### src/rtl/tmr_pkg.sv
package tmr_pkg;

  // register byte offsets (software-visible map)
  localparam int OFS_LIMIT  = 'h00;
  localparam int OFS_COUNT  = 'h04;
  localparam int OFS_STATUS = 'h10;
  localparam int OFS_START  = 'h14;
  localparam int OFS_STOP   = 'h18;
  localparam int OFS_MODE   = 'h20;

  // bit positions inside the 8-bit control registers
  localparam int TRIG_BIT = 0;
  localparam int MODE_BIT = 1;

  // control -> datapath strobes
  typedef struct packed {
    logic startPulse;  // load counter this cycle
    logic advance;     // count one tick this cycle
    logic freeMode;    // 1: up-count with compare, 0: down-count with reload
  } strobe_t;

endpackage

### src/rtl/tmr_ctrl.sv
module tmr_ctrl
  import tmr_pkg::*;
#(
  parameter int CNT_W  = 32,
  parameter int ADDR_W = 6
) (
  input  logic              clk,
  input  logic              rstN,
  input  logic [ADDR_W-1:0] busAddr,
  input  logic              busWrite,
  input  logic [31:0]       busWdata,
  output logic [31:0]       busRdata,
  input  logic              tickEn,
  input  logic [CNT_W-1:0]  countIn,
  output strobe_t           st,
  output logic [CNT_W-1:0]  limitOut
);

  logic [CNT_W-1:0] cmpReg;
  logic             modeReg;
  logic             runReg;
  logic [CNT_W-1:0] activeLimit;
  logic             activeFree;

  logic hitLimit, hitMode, startHit, stopHit;

  always_comb begin
    hitLimit = busWrite && (busAddr == ADDR_W'(OFS_LIMIT));
    hitMode  = busWrite && (busAddr == ADDR_W'(OFS_MODE));
    startHit = busWrite && (busAddr == ADDR_W'(OFS_START)) && busWdata[TRIG_BIT];
    stopHit  = busWrite && (busAddr == ADDR_W'(OFS_STOP))  && busWdata[TRIG_BIT];
  end

  always_ff @(posedge clk) begin
    if (!rstN) begin
      cmpReg      <= '0;
      modeReg     <= 1'b0;
      runReg      <= 1'b0;
      activeLimit <= '0;
      activeFree  <= 1'b0;
    end else begin
      if (hitLimit) cmpReg  <= busWdata[CNT_W-1:0];
      if (hitMode)  modeReg <= busWdata[MODE_BIT];
      if (startHit) begin
        runReg      <= 1'b1;
        activeLimit <= cmpReg;
        activeFree  <= modeReg;
      end else if (stopHit) begin
        runReg <= 1'b0;
      end
    end
  end

  // strobes: a start takes the programmed values straight from the registers
  always_comb begin
    st.startPulse = startHit;
    st.advance    = runReg && tickEn && !stopHit && !startHit;
    st.freeMode   = startHit ? modeReg : activeFree;
    limitOut      = startHit ? cmpReg : activeLimit;
  end

  always_comb begin
    busRdata = '0;
    case (busAddr)
      ADDR_W'(OFS_LIMIT):  busRdata = 32'(cmpReg);
      ADDR_W'(OFS_COUNT):  busRdata = 32'(countIn);
      ADDR_W'(OFS_STATUS): busRdata[TRIG_BIT] = runReg;
      ADDR_W'(OFS_MODE):   busRdata[MODE_BIT] = modeReg;
      default:             busRdata = '0;
    endcase
  end

  AST_START_RUNS: assert property (@(posedge clk) disable iff (!rstN)
    startHit |=> runReg);
  AST_STOP_HALTS: assert property (@(posedge clk) disable iff (!rstN)
    (stopHit && !startHit) |=> !runReg);
  AST_CFG_HELD: assert property (@(posedge clk) disable iff (!rstN)
    (runReg && !startHit) |=> ($stable(activeLimit) && $stable(activeFree)));

endmodule

### src/rtl/tmr_dpath.sv
module tmr_dpath
  import tmr_pkg::*;
#(
  parameter int CNT_W = 32
) (
  input  logic             clk,
  input  logic             rstN,
  input  strobe_t          st,
  input  logic [CNT_W-1:0] limit,
  output logic [CNT_W-1:0] count,
  output logic             irq
);

  localparam logic [CNT_W-1:0] CNT_MAX = '1;

  logic [CNT_W-1:0] cntNext;
  logic             irqNext;

  always_comb begin
    cntNext = count;
    irqNext = 1'b0;
    if (st.startPulse) begin
      cntNext = st.freeMode ? '0 : limit;
    end else if (st.advance) begin
      if (st.freeMode) begin
        cntNext = count + 1'b1;
        irqNext = (cntNext == limit);
      end else if (count == '0) begin
        cntNext = limit;
        irqNext = 1'b1;
      end else begin
        cntNext = count - 1'b1;
      end
    end
  end

  always_ff @(posedge clk) begin
    if (!rstN) begin
      count <= '0;
      irq   <= 1'b0;
    end else begin
      count <= cntNext;
      irq   <= irqNext;
    end
  end

  AST_HOLD_IDLE: assert property (@(posedge clk) disable iff (!rstN)
    (!st.advance && !st.startPulse) |=> ($stable(count) && !irq));
  AST_IRQ_NEEDS_TICK: assert property (@(posedge clk) disable iff (!rstN)
    irq |-> $past(st.advance));
  AST_FREE_WRAP: assert property (@(posedge clk) disable iff (!rstN)
    (st.advance && st.freeMode && count == CNT_MAX) |=> (count == '0));
  AST_PERIOD_RELOAD: assert property (@(posedge clk) disable iff (!rstN)
    (st.advance && !st.freeMode && count == '0) |=> (irq && count == $past(limit)));

endmodule

### src/rtl/tick_timer.sv
module tick_timer
  import tmr_pkg::*;
#(
  parameter int CNT_W  = 32,
  parameter int ADDR_W = 6
) (
  input  logic              clk,
  input  logic              rstN,
  input  logic [ADDR_W-1:0] busAddr,
  input  logic              busWrite,
  input  logic [31:0]       busWdata,
  output logic [31:0]       busRdata,
  input  logic              tickEn,
  output logic              irq
);

  strobe_t          st;
  logic [CNT_W-1:0] limit;
  logic [CNT_W-1:0] count;

  tmr_ctrl #(.CNT_W(CNT_W), .ADDR_W(ADDR_W)) u_ctrl (
    .clk      (clk),
    .rstN     (rstN),
    .busAddr  (busAddr),
    .busWrite (busWrite),
    .busWdata (busWdata),
    .busRdata (busRdata),
    .tickEn   (tickEn),
    .countIn  (count),
    .st       (st),
    .limitOut (limit)
  );

  tmr_dpath #(.CNT_W(CNT_W)) u_dpath (
    .clk   (clk),
    .rstN  (rstN),
    .st    (st),
    .limit (limit),
    .count (count),
    .irq   (irq)
  );

  AST_START_LOAD: assert property (@(posedge clk) disable iff (!rstN)
    st.startPulse |=> (count == ($past(st.freeMode) ? '0 : $past(limit))));

endmodule

### config.mk
export PLATFORM = sky130hd
export DESIGN_NAME = tick_timer
export DESIGN_NICKNAME = d
export VERILOG_FILES = /design/src/rtl/tmr_pkg.sv /design/src/rtl/tmr_ctrl.sv /design/src/rtl/tmr_dpath.sv /design/src/rtl/tick_timer.sv
export SDC_FILE = /design/constraint.sdc
export NUM_CORES = 1
export LEC_CHECK = 0
export BUFFER_PORTS_ARGS = -buffer_cell sky130_fd_sc_hd__buf_2
export CAP_MARGIN = 20
export CORE_MARGIN = 2
export CORE_UTILIZATION = 30
export CTS_BUF_LIST = sky130_fd_sc_hd__clkbuf_4 sky130_fd_sc_hd__clkbuf_8 sky130_fd_sc_hd__clkbuf_16
export CTS_CLUSTER_DIAMETER = 120
export DETAILED_ROUTE_END_ITERATION = 10
export SYNTH_ARGS = -nofsm -noshare
export SYNTH_HDL_FRONTEND = slang
export SYNTH_SLANG_ARGS = --single-unit
### constraint.sdc
create_clock -name clk -period 2.9 [get_ports clk]
set_clock_uncertainty 0.1 [all_clocks]
set_input_delay 0 -clock clk [delete_from_list [all_inputs] [get_ports clk]]
set_output_delay 0 -clock clk [all_outputs]
set_load 0.02 [all_outputs]
== Word level (Yosys, flattened, before mapping) ==
Cells that the tools add are included.
Operators by class
  bitwise gates (word level): 2
  add/sub/neg operators: 2
  equal/unequal tests: 6
  muxes and demuxes: 14
  reductions and logical operators: 16
Operators by type and width (count)
  2-to-1 mux 32 bit: 6
  case mux 30 bit (2 select lines): 1
  adder 32 x 1 -> 32 bit (second input constant): 1
  equality test 32 bit: 1
  logical NOT 32 bit: 1
  subtractor 32 x 1 -> 32 bit (second input constant): 1
  equality test 6 x 5 -> 1 bit (second input constant): 3
  logical AND 1 bit: 9
  equality test 6 x 3 -> 1 bit (second input constant): 1
  equality test 6 bit (second input constant): 1
  logical NOT 6 bit: 1
  case mux 1 bit (3 select lines): 2
  2-to-1 mux 1 bit: 5
  nonzero test 2 bit: 2
  OR reduction 3 bit: 1
  logical NOT 1 bit: 2
  inverter 1 bit: 2
Storage, ports and cells
  input port bits: 42
  output and inout bits: 33
  word-level logic and storage cells: 47
  register bits after elaboration: 100

== Longest topological paths before layout ==
Gate-level depths: netlist of the first run.
  word-level depth: 8
  mapped depth: 12
  gate-level depth less buffers: 10

== Hierarchy ==
From an unflattened synthesis of the first run, not the netlist that was laid out.
Second synthesis, totals
  cell total of the unflattened synthesis: 971
  area total of the unflattened synthesis: 7733.7 um^2
By module, submodules not included
  tmr_dpath: cells an instance 624, instances 1, area an instance 4418.0 um^2, sequential area each 660.6 um^2
  tmr_ctrl: cells an instance 347, instances 1, area an instance 3315.7 um^2, sequential area each 1341.3 um^2

== Worst setup path before layout of the first run ==
Ideal clock, no wire load.
  path kind: reg2reg
  start point: register u_dpath.count[8]
  end point: register u_dpath.count[15]
  cell stages (with the launch flop): 13
  buffers on the path: 4
  arrival time: 2240 ps
  slack: 437 ps
  library setup time: 123 ps
  period minus slack after synthesis: 2463 ps
  data required time: 2677 ps
  path through: dfxtp_1 buf_4 nor4_4 nand4_2 or3_1 buf_2 or2_1 buf_6 buf_6 nor2_2 a21oi_1 a221oi_1 nor2_1
On the way
  word-level cells in the longest chain between the ends: 5
  elaborated cells between the ends (all ways): 7
  those cells by class: add/sub (2); mux (4); reduce/logical (1)
RTL lines
  start: declaration: RTL line tmr_dpath.sv:10  | output logic [CNT_W-1:0] count,
  start signal: assignment: RTL line tmr_dpath.sv:42  | count <= cntNext;
  subtractor 32 x 1 -> 32 bit / logical NOT 32 bit (equally long branches): RTL line tmr_dpath.sv:32, tmr_dpath.sv:28
  2-to-1 mux 32 bit: RTL line tmr_dpath.sv:28  | end else if (count == '0) begin
  2-to-1 mux 32 bit (*): RTL line tmr_dpath.sv:25  | if (st.freeMode) begin
  2-to-1 mux 32 bit (*): RTL line tmr_dpath.sv:24  | end else if (st.advance) begin
  2-to-1 mux 32 bit (*): RTL line tmr_dpath.sv:22  | if (st.startPulse) begin
Every way passes the cells marked *; elsewhere a longest branch is shown, timed or not. The select of a mux whose other input is x is not followed.
A chain may end at the register's enable or synchronous reset.

== Final worst setup path of the first run ==
  start point: register u_dpath.count[10]
  end point: register u_dpath.count[8]
On the way
  word-level cells in the longest chain between the ends: 5
RTL lines (RTL line)
  logical NOT 32 bit: tmr_dpath.sv:28
  2-to-1 mux 32 bit: tmr_dpath.sv:28
  2-to-1 mux 32 bit: tmr_dpath.sv:25
  2-to-1 mux 32 bit: tmr_dpath.sv:24
  2-to-1 mux 32 bit: tmr_dpath.sv:22
No other way between the ends. The select of a mux whose other input is x is not followed.

==> results by group, run 1 <==
Synthesis
  – Ys async rst share: 0%
  – Synthesized area: 6660 um^2
  – Register area share after synthesis: 30.1%
  – Number of synthesized flops with an enable pin: 0
  – Synth Register Bits: 100
  – Synth warnings: 0
  – Syn_area_per_cell: 7.95 um^2
  – Synthesized instance count: 837
  – Post-synth top area share: 30.1%
  – Top_reg_cell synth: dfxtp_1
  – Net Count, Synth: 882
  – Largest area contributor in the netlist: dfxtp_1
  – Netlist cell types: 63
  – Area contributors post-synth: dfxtp_1 30%, xnor2_1 6.7%, nand2_1 6.6%, mux2i_1 5.0%, xor2_1 4.3%

Timing
  – Final Hold Violating Endpoints: 0
  – Crit share post-route: 92.4%
  – Period minus WS final: 2.68 ns
  – Final setup fails: 0
  – RSZ-0062 raised after global routing: no
  – Slew Viols, Final: 0
  – Fmax: about 370 MHz
  – Rel. slew slack: 32.7%
  – Setup TNS Final: 0 ns
  – Least-Margin Pin Slew: 1.01 ns

Worst setup path
  – Worst setup path start: u_dpath.count[10]$_SDFFE_PN0P_
  – Kind of critical path: reg -> reg
  – Type of origin of the critical path: flip-flop
  – Capturing element type of the critical path: flip-flop
  – Worst EP arrival: 2.83 ns
  – Worst reg2reg path startpoint: u_dpath.count[10]$_SDFFE_PN0P_
  – Crit path max fanout: 29
  – Critical path required time: 3.05 ns

Global routing
  – GRT Total Usage: 18.6%
  – Total gr overflow: 0
  – First-pass GRT wire length: 34,600 um
  – Vias in the first global route: about 6,000
  – M1 GR Usage: 26.1%
  – Met2 Track Usage GR: 29.0%
  – Most crowded layer after global routing: met2
  – Met3 Use GR: ~3.0%
  – Initial antenna violation count: 0
  – Largest net degree at the start of global routing: 100

Placement
  – Routability congestion estimate: 0.961
  – # port buffers: 74
  – Cell count after placement: between 1,000 and 1,500
  – Post-detail-place hpwl: 14,800 um

Layout
  – Most common cell after layout, fill and taps aside: nand2_1
  – Layout cell share with drive strength beyond 1: 18.3%
  – # fillers: 2,300
  – Final std cells w/o fill: between 1,000 and 1,500
  – Layout net count: 966
  – Synthesis-to-layout area growth: 21.4%
  – Final core utilization: 37.0%
  – # diodes: 0
  – Commonest non-fill, non-tap cells in the layout: 117 x nand2_1, 99 x dfxtp_1, 74 x buf_2, 51 x xnor2_1

Floorplanning
  – Core Region: 21,800 um^2
  – Full die area: 23,400 um^2
  – Rows: 54
  – Initial Util: 30.5%
  – IO Count: 75
  – DIE WIDTH: roughly 150 um
  – Die Y: 153 um

CTS
  – Worst-skew pair later-pin latency: between 0.3 and 0.4 ns
  – Setup bufs post-CTS: 0
  – Clock Sinks: 100
  – CTS tree: built
  – Reg clk slew, reported paths: 0.07 ns
  – Maximum clock insertion buffer count: 2
  – CTS Buf Count: 9
  – CTS HTree Levels: 3
  – Root buffer cell: clkbuf_16

Drt
  – Vias after detailed routing: 6,419
  – Vias per cell: 5.32
  – Final wirelength: 21,700 um
  – Number of antenna-violating nets in the routed design: 0
  – DRT iter0 DRCs: between 600 and 700
  – Wire per inst: 18.0 um
  – First drt pass iteration count: 5
  – DRC Markers: 0

Power
  – Worst VDD drop: 352 uV
  – Power density cells: 407 nW/um^2
  – Overall Power: 3290 uW
  – Pleak: 0.00336 uW

Hold path
  – Worst Hold Launch: rstN
  – Hold Path Class: in -> reg

Run
  – Max-cap viol count: 0

Run status
  – Outcome: finished, final reports clean
==> timing repair <==
action,in CTS,in global routing
hold buffers,36,0
hold endpoints to repair,34,0
setup endpoints to repair,0,2
gates resized for setup,0,4
==> path summary, 6_finish.rpt <==
check	depth (start not counted)	to	slack [ns]
worst max-delay path	9	u_dpath.count[8]$_SDFFE_PN0P_	0.22
worst min-delay path	6	u_dpath.irq$_SDFF_PP0_	0.16
worst max register to register	9	u_dpath.count[8]$_SDFFE_PN0P_	0.22
worst min register to register	2	u_ctrl.cmpReg[19]$_SDFFE_PN0P_	0.40
==> power by group <==
group / total (uW) / switching (uW) / leakage, uW / internal [uW]
Clock: 1280 / 561 / 0.000152 / 724
Combinational: 612 / 329 / 0.00240 / 282
Sequential: 1390 / 11.2 / 0.000806 / 1380
Total: 3290 / 902 / 0.00336 / 2390
==> sequential cells by signal, indices dropped and copies added (netlist names) <==
| name | flops |
|---|---|
| u_ctrl.activeLimit | 32 |
| u_ctrl.cmpReg | 32 |
| u_dpath.count | 32 |
| u_ctrl.activeFree | 1 |
| u_ctrl.modeReg | 1 |
| u_ctrl.runReg | 1 |
| u_dpath.irq | 1 |
==> cell families (layout without fill, tap and decap cells) <==
| kind of cell | count (synthesis) | count (layout) | synth area share, % |
|---|---|---|---|
| DFF | 100 | 100 | 30.1 |
| muxes | 37 | 37 | 5.75 |
| xor gates and xnor gates | 85 | 85 | 11.4 |
| AOI/OAI and AO/OA | 217 | 217 | 22.3 |
| buffers and inverters | 89 | 178 | 6.09 |
| adders and majority gates | 3 | 3 | 0.564 |
| and+or+nand+nor | 306 | 306 | 23.8 |
==> area by class of cell <==
class | count | area (um^2) | share of cell area [%]
Multi-Input combinational cell | 648 | 4290 | 53.1
Inverter | 4 | 15.0 | 0.186
Clock inverter | 4 | 47.5 | 0.588
Sequential cell | 100 | 2000 | 24.8
Tap cell | 280 | 350 | 4.33
Timing Repair Buffer | 158 | 1120 | 13.8
Clock buffer | 12 | 260 | 3.22
==> cell usage after synthesis, types with 11 or more instances <==
cell type    n
a22o_1      31
a21oi_1     46
mux2i_1     33
nand2_1    117
dfxtp_1    100
clkbuf_1    58
o211ai_1    14
a21boi_0    26
nor4_1      11
nor2_1      39
o21ai_0     45
nand4_1     14
buf_2       18
a221oi_1    19
xor2_1      33
xnor2_1     51
nand3_1     22
nor3_1      21
nor2b_1     36
==> critical path, cell delays in order, from the launching register on <==
cell,delay [ns]
dfxtp_1,0.42
nor4_4,0.35
nand4_2,0.20
or3_1,0.37
or2_1,0.25
buf_4,0.24
mux2i_1,0.18
o21ai_0,0.09
a221oi_1,0.27
nor2_1,0.08
==> through the flow <==
step / hold WS, ns / worst slack, ns / cell area, um^2
2_1_floorplan: -0.0113 / 0.437 / 6660
3_3_place_gp: 0.148 / 0.0558 / 7400
3_5_place_dp: 0.155 / 0.0987 / 7400
4_1_cts: 0.140 / 0.0733 / 8070
5_1_grt: 0.177 / 0.0283 / 8080
6_report: 0.155 / 0.220 / 8080
==> routing by layer <==
metal,part of all wire [%],wire [um]
met3,6.2,1350
met2,45,9730
met4,1.9,415
met5,0,0
met1,47,10200
Power figures use the tool's default switching activity.
==> run 2, diff against run 1 <==
--- a/config.mk
+++ b/config.mk
@@ -8,10 +8,11 @@
 export BUFFER_PORTS_ARGS = -buffer_cell sky130_fd_sc_hd__buf_2
 export CAP_MARGIN = 20
 export CORE_MARGIN = 2
-export CORE_UTILIZATION = 30
+export CORE_UTILIZATION = 60
 export CTS_BUF_LIST = sky130_fd_sc_hd__clkbuf_4 sky130_fd_sc_hd__clkbuf_8 sky130_fd_sc_hd__clkbuf_16
 export CTS_CLUSTER_DIAMETER = 120
 export DETAILED_ROUTE_END_ITERATION = 10
+export PLACE_DENSITY = 0.81
 export SYNTH_ARGS = -nofsm -noshare
 export SYNTH_HDL_FRONTEND = slang
 export SYNTH_SLANG_ARGS = --single-unit
==> results by group, run 2 (synthesis gave the netlist of run 1 again) <==
Timing
  – Final Hold Violating Endpoints: 0 (unchanged)
  – Final setup margin: 0.0846 ns (-0.135 ns)
  – Fmax: 355 MHz (-4.8%)
  – Period minus WS final: 2.82 ns (+0.135 ns)
  – Final setup fails: 0 (unchanged)
  – Slew Viols, Final: 0 (unchanged)
  – RSZ-0062 raised after global routing: no
  – Crit share post-route: 97.1% (+4.7 points)
  – Least-Margin Pin Slew: 1.12 ns (+0.111 ns)
  – Setup TNS Final: 0 ns (unchanged)
  – Min Hold Slack: 0.0841 ns (-0.0712 ns)
  – Rel. slew slack: 25.3% (-7.4 points)

Worst setup path
  – R2R setup slack: 0.08 ns (-0.14 ns)
  – Worst-case reg-to-reg path depth: 8 (-1)
  – Critical path required time: 3.16 ns (+0.11 ns)
  – Capturing element type of the critical path: flip-flop
  – Worst reg2reg path startpoint: u_dpath.count[3]$_SDFFE_PN0P_
  – Kind of critical path: reg -> reg
  – Type of origin of the critical path: flip-flop
  – Reg-to-reg endpoint: u_dpath.irq$_SDFF_PP0_
  – Crit path max fanout: 9 (-69%)
  – Worst EP arrival: 3.07 ns (+0.24 ns)

Hold path
  – Worst Hold Launch: rstN
  – Hold path depth: 6 (unchanged)
  – Endpoint, Worst Hold: u_dpath.irq$_SDFF_PP0_
  – Hold Path Class: in -> reg

CTS
  – CTS HTree Levels: 3 (unchanged)
  – Clock Sinks: 100 (unchanged)
  – CTS Buf Count: 9 (unchanged)
  – Root buffer cell: clkbuf_8
  – Reg clk slew, reported paths: 0.10 ns (+0.03 ns)
  – Worst-skew pair later-pin latency: 0.41 ns (+0.05 ns)
  – CTS tree: built
  – Setup bufs post-CTS: 0 (unchanged)
  – Maximum clock insertion buffer count: 2 (unchanged)

Global routing
  – Largest net degree at the start of global routing: 100 (unchanged)
  – GRT Total Usage: 35.8% (+17 points)
  – Total gr overflow: 0 (unchanged)
  – Vias in the first global route: 6,498 (+6.1%)
  – First-pass GRT wire length: 33,100 um (-4.4%)
  – Initial antenna violation count: 0 (unchanged)

Power
  – Worst VDD drop: 407 uV (+15%)
  – Pleak: 0.00331 uW (-1.4%)
  – Overall Power: 3240 uW (-1.4%)
  – Power density cells: 414 nW/um^2 (+1.9%)

Drt
  – First drt pass iteration count: 5 (unchanged)
  – DRC Markers: 0 (unchanged)
  – Vias after detailed routing: 6,772 (+5.5%)
  – Wire per inst: 19.6 um (+9.1%)
  – Number of antenna-violating nets in the routed design: 0 (unchanged)
  – Final wirelength: 20,800 um (-4.2%)
  – DRT iter0 DRCs: 763 (+22%)
  – Vias per cell: 6.39 (+20%)

Floorplanning
  – Die Y: 109 um (-29%)
  – IO Count: 75 (unchanged)
  – Initial Util: 61.4% (+31 points)
  – Core Region: 10,800 um^2 (-50%)
  – Rows: 38 (-30%)
  – Full die area: 12,000 um^2 (-49%)
  – DIE WIDTH: 109 um (-29%)

Placement
  – Routability congestion estimate: 0.961 (about the same)
  – # port buffers: 74 (unchanged)
  – Post-detail-place hpwl: 13,500 um (-8.8%)
  – Place WS: 0.110 ns (+0.0110 ns)

Run
  – Max-cap viol count: 0 (unchanged)

Layout
  – # diodes: 0 (unchanged)
  – Synthesis-to-layout area growth: 17.6%
  – Layout net count: 960 (-0.62%)
  – Commonest non-fill, non-tap cells in the layout: 117 x nand2_1, 98 x dfxtp_1, 74 x buf_2, 51 x xnor2_1, 46 x a21oi_1
  – Layout cell share with drive strength beyond 1: 17.7% (-0.51 points)
  – Largest regs: u_ctrl.activeLimit (32), u_ctrl.cmpReg (32), u_dpath.count (32)
  – Final core utilization: 72.2% (+35 points)
  – Most common cell after layout, fill and taps aside: nand2_1

Run status
  – Outcome: finished, final reports clean
-- run 2: layer usage --
| layer | up-vias | global-route usage [%] | wire length, um |
|---|---|---|---|
| met3 | 54 | 8.60 | 2010 |
| met4 | 0 | 13.2 | 489 |
| li1 | 3123 | - | - |
| met5 | - | 0 | 0 |
| met1 | 3216 | 46.3 | 8550 |
| met2 | 379 | 57.9 | 9740 |
-- run 2: where the power goes --
group,leakage (uW),switching [uW],internal [uW]
Clock,0.000136,520,702
Combinational,0.00237,340,287
Sequential,0.000807,11.9,1380
Total,0.00331,872,2370
-- run 2: cell type report --
cell class / count / area [um^2]
Clock buffer: 11 / 151
Clock inverter: 4 / 120
Fill cell: 876 / 3010
Inverter: 4 / 15.0
Multi-Input combinational cell: 648 / 4290
Sequential cell: 100 / 2000
Tap cell: 140 / 175
Timing Repair Buffer: 152 / 1070
-- run 2: timing repair --
item	4_1_cts	5_1_grt
resized for setup	0	5
hold buffers	36	0
endpoints found under the hold margin	34	0
setup endpoints to repair	0	1
-- run 2: worst max path at each step --
stage | slack [ns] | start | endpoint
6_report | 0.08 | u_dpath.count[3]$_SDFFE_PN0P_ | u_dpath.irq$_SDFF_PP0_
5_1_grt | 0.03 | u_dpath.count[13]$_SDFFE_PN0P_ | u_dpath.count[4]$_SDFFE_PN0P_
4_1_cts | 0.07 | u_dpath.count[1]$_SDFFE_PN0P_ | u_dpath.irq$_SDFF_PP0_
3_5_place_dp | 0.11 | u_dpath.count[1]$_SDFFE_PN0P_ | u_dpath.irq$_SDFF_PP0_
3_3_place_gp | 0.21 | u_dpath.count[1]$_SDFFE_PN0P_ | u_dpath.irq$_SDFF_PP0_
2_1_floorplan | 0.44 | u_dpath.count[8]$_SDFFE_PN0P_ | u_dpath.count[15]$_SDFFE_PN0P_
-- run 2: worst max-delay path, stage by stage, from the launching register on --
cell	delay [ns]
dfxtp_1	0.58
and4_1	0.40
nand2_1	0.23
xnor2_1	0.34
xor2_1	0.24
nand2_1	0.12
nor4b_1	0.35
and3_1	0.26
a31o_1	0.14
-- run 2: stage by stage --
step	std cells	cell area, um^2
global placement	1008	7180
CTS	1059	7810
global route	1059	7830
floorplan	837	6660
finish	1059	7830
detailed placement	1008	7180
==> run 3, diff against run 2 <==
--- a/config.mk
+++ b/config.mk
@@ -7,12 +7,14 @@
 export LEC_CHECK = 0
 export BUFFER_PORTS_ARGS = -buffer_cell sky130_fd_sc_hd__buf_2
 export CAP_MARGIN = 20
+export CORE_ASPECT_RATIO = 1.1
 export CORE_MARGIN = 2
-export CORE_UTILIZATION = 60
+export CORE_UTILIZATION = 61
 export CTS_BUF_LIST = sky130_fd_sc_hd__clkbuf_4 sky130_fd_sc_hd__clkbuf_8 sky130_fd_sc_hd__clkbuf_16
 export CTS_CLUSTER_DIAMETER = 120
 export DETAILED_ROUTE_END_ITERATION = 10
-export PLACE_DENSITY = 0.81
+export PLACE_DENSITY = 0.82
 export SYNTH_ARGS = -nofsm -noshare
 export SYNTH_HDL_FRONTEND = slang
+export SYNTH_HIERARCHICAL = 1
 export SYNTH_SLANG_ARGS = --single-unit
==> results by group, run 3 <==
Run status
  – Outcome: finished, final reports clean

Layout
  – Final std cells w/o fill: 1,321 (+25%)
  – # fillers: 893 (+1.9%)
  – Most common cell after layout, fill and taps aside: buf_4
  – Largest regs: u_ctrl/activeLimit (32), u_ctrl/cmpReg (32), u_dpath/count (32)
  – Synthesis-to-layout area growth: 26.4%
  – Layout net count: 1,204 (+25%)
  – Area of the multi-input gates: 5230 um^2 (+22%)
  – Commonest non-fill, non-tap cells in the layout: 158 x buf_4, 155 x nand2_1, 100 x dfxtp_1, 73 x buf_2, 70 x mux2i_1
  – Layout cell share with drive strength beyond 1: 27.7% (+10 points)
  – # diodes: 0 (unchanged)
  – FF/Latch Area: 2000 um^2 (-0.12%)
  – Fin area: 9770 um^2 (+25%)

CTS
  – Clock Sinks: 100 (unchanged)
  – CTS HTree Levels: 3 (unchanged)
  – Maximum clock insertion buffer count: 2 (unchanged)
  – Root buffer cell: clkbuf_16
  – CTS tree: built
  – CTS Buf Count: 9 (unchanged)
  – Reg clk slew, reported paths: 0.08 ns (-0.02 ns)
  – Setup bufs post-CTS: 0 (unchanged)
  – Worst-skew pair later-pin latency: 0.36 ns (-0.05 ns)

Power
  – Pleak: 0.00443 uW (+34%)
  – Power density cells: 361 nW/um^2 (-13%)
  – Worst VDD drop: 343 uV (-16%)
  – Overall Power: 3520 uW (+8.7%)

Timing
  – Period minus WS final: 2.87 ns (+0.0588 ns)
  – Least-Margin Pin Slew: 1.17 ns (+0.0557 ns)
  – Final Hold Violating Endpoints: 0 (unchanged)
  – Slew Viols, Final: 0 (unchanged)
  – Final setup fails: 0 (unchanged)
  – Crit share post-route: 99.1% (+2.0 points)
  – Final setup margin: 0.0258 ns (-0.0588 ns)
  – Rel. slew slack: 21.4% (-3.9 points)
  – Fmax: 348 MHz (-2.0%)
  – RSZ-0062 raised after global routing: yes

Synthesis
  – Synthesized area: 7730 um^2 (+16%)
  – Post-synth top cells: 155 x nand2_1, 100 x dfxtp_1, 70 x mux2i_1
  – Most common cell in the netlist: nand2_1
  – Largest area contributor in the netlist: dfxtp_1
  – Netlist cell types: 81 (+29%)
  – Synth warnings: 6 (+6)
  – Net Count, Synth: 1,016 (+15%)
  – Ys async rst share: 0% (unchanged)
  – Post-synth top area share: 25.9% (-4.2 points)
  – Synth Register Bits: 100 (unchanged)
  – Synthesized instance count: 971 (+16%)
  – Number of synthesized flops with an enable pin: 0 (unchanged)
  – Area contributors post-synth: dfxtp_1 26%, mux2i_1 9.1%, nand2_1 7.5%, mux2_2 5.0%, xnor2_1 4.1%
  – Register area share after synthesis: 25.9% (-4.2 points)
  – Top_reg_cell synth: dfxtp_1
  – Syn_area_per_cell: 7.96 um^2 (+0.15%)

Floorplanning
  – IO Count: 75 (unchanged)
  – DIE WIDTH: 111 um (+1.9%)
  – Die Y: 122 um (+12%)
  – Core Region: 12,500 um^2 (+15%)
  – Initial Util: 62.0% (+0.56 points)
  – Rows: 43 (+13%)
  – Full die area: 13,600 um^2 (+14%)

Drt
  – Wire per inst: 24.3 um (+24%)
  – Vias per cell: 6.78 (+6.1%)
  – Vias after detailed routing: 8,959 (+32%)
  – DRC Markers: 0 (unchanged)
  – Number of antenna-violating nets in the routed design: 0 (unchanged)
  – First drt pass iteration count: 6 (+1)
  – DRT iter0 DRCs: 1,138 (+49%)
  – Final wirelength: 32,200 um (+55%)

Hold path
  – Worst Hold Launch: busAddr[2]
  – Hold path depth: 4 (-2)
  – Hold Path Class: in -> reg
  – Endpoint, Worst Hold: u_ctrl/runReg$_SDFFE_PN0P_

Placement
  – Routability congestion estimate: 1.06 (+10%)
  – Cell count after placement: 1,268 (+26%)
  – Placed inst area: 9060 um^2 (+26%)
  – Place WS: -0.579 ns (-0.689 ns)
  – # port buffers: 74 (unchanged)
  – Post-detail-place hpwl: 22,000 um (+63%)

Worst setup path
  – Reg-to-reg endpoint: u_dpath/irq$_SDFF_PP0_
  – Type of origin of the critical path: flip-flop
  – R2R setup slack: 0.03 ns (-0.06 ns)
  – Worst EP arrival: 3.04 ns (-0.03 ns)
  – Crit path max fanout: 7 (-2)
  – Kind of critical path: reg -> reg
  – Worst-case reg-to-reg path depth: 7 (-1)
  – Critical path required time: 3.07 ns (-0.09 ns)
  – Worst reg2reg path startpoint: u_dpath/count[19]$_SDFFE_PN0P_
  – Capturing element type of the critical path: flip-flop

Global routing
  – Vias in the first global route: 8,360 (+29%)
  – First-pass GRT wire length: 48,000 um (+45%)
  – Total gr overflow: 0 (unchanged)
  – Largest net degree at the start of global routing: 63 (-37%)
  – GRT Total Usage: 46.1% (+10 points)
  – Initial antenna violation count: 1 (+1)

Run
  – Max-cap viol count: 0 (unchanged)
## run 3: cell types whose count changed in the layout (fill, tap and decap cells not counted), sizes merged, moves of 20 or more
cell and change:
a21boi -32, buf +117, inv +20, mux2 +30, mux2i +37, nand2 +38, nor2b -30
## run 3: critical path, cell delays in order (launching register included)
cell and delay, ns:
dfxtp_1 0.53, nand4_1 0.38, nor2_1 0.36, nand4_1 0.22, xnor2_1 0.25, o2111ai_1 0.14
or4_1 0.58, o32ai_1 0.23
## run 3: final cells by class
class	count	area share, %
tap	157	2.01
inverter	23	0.883
sequential	100	20.5
multi-input combinational	755	53.5
clock buffer	9	2.30
clock inverter	7	0.704
timing repair buffer	270	20.1
## run 3: logic make-up after synthesis
group                      after synthesis  synth area share [%]
buffers and inverters                  116                  7.17
DFF                                    100                  25.9
muxes                                  104                  14.0
and+or+nand+nor                        367                  24.9
adders and majority gates                3                 0.485
AOI/OAI and AO/OA                      220                  20.1
xor gates and xnor gates                61                  7.46
## run 3: metal layers
| metal | vias to the layer above | GRT usage (%) | wire length [um] |
|---|---|---|---|
| met4 | 2 | 25.2 | 1790 |
| met3 | 148 | 11.2 | 4070 |
| met5 | - | 0 | 13 |
| li1 | 3939 | - | - |
| met2 | 714 | 71.5 | 14200 |
| met1 | 4156 | 59.4 | 12100 |
## run 3: per-stage QoR
step	util (%)	hold slack (ns)	setup TNS, ns
3_5_place_dp	72.6	0.151	-5.17
4_1_cts	78.0	0.00260	0
5_1_grt	78.3	0.110	-0.0609
2_1_floorplan	-	0.0388	0
3_3_place_gp	72.6	0.144	-3.50
6_report	78.3	0.0844	0
## run 3: report_power, final
part / internal, uW / switching (uW) / total (uW)
Combinational: 402 / 501 / 903
Sequential: 1380 / 11.6 / 1390
Clock: 605 / 626 / 1230
Total: 2390 / 1140 / 3520
## run 3: worst max path at each step
stage	from	endpoint	cells past startpoint
finish	u_dpath/count[19]$_SDFFE_PN0P_	u_dpath/irq$_SDFF_PP0_	7
CTS	u_dpath/count[18]$_SDFFE_PN0P_	u_dpath/irq$_SDFF_PP0_	8
global placement	busAddr[5]	u_dpath/irq$_SDFF_PP0_	12
global route	u_dpath/count[0]$_SDFFE_PN0P_	u_dpath/irq$_SDFF_PP0_	10
detailed placement	busAddr[5]	u_dpath/irq$_SDFF_PP0_	12
floorplan	busAddr[5]	u_dpath/irq$_SDFF_PP0_	12
## run 3: what timing repair did
item,in CTS,in global routing
hold buffers,37,0
endpoints found under the setup margin,1,4
resized for setup,2,10
pin swaps,0,1
hold endpoints to repair,49,0
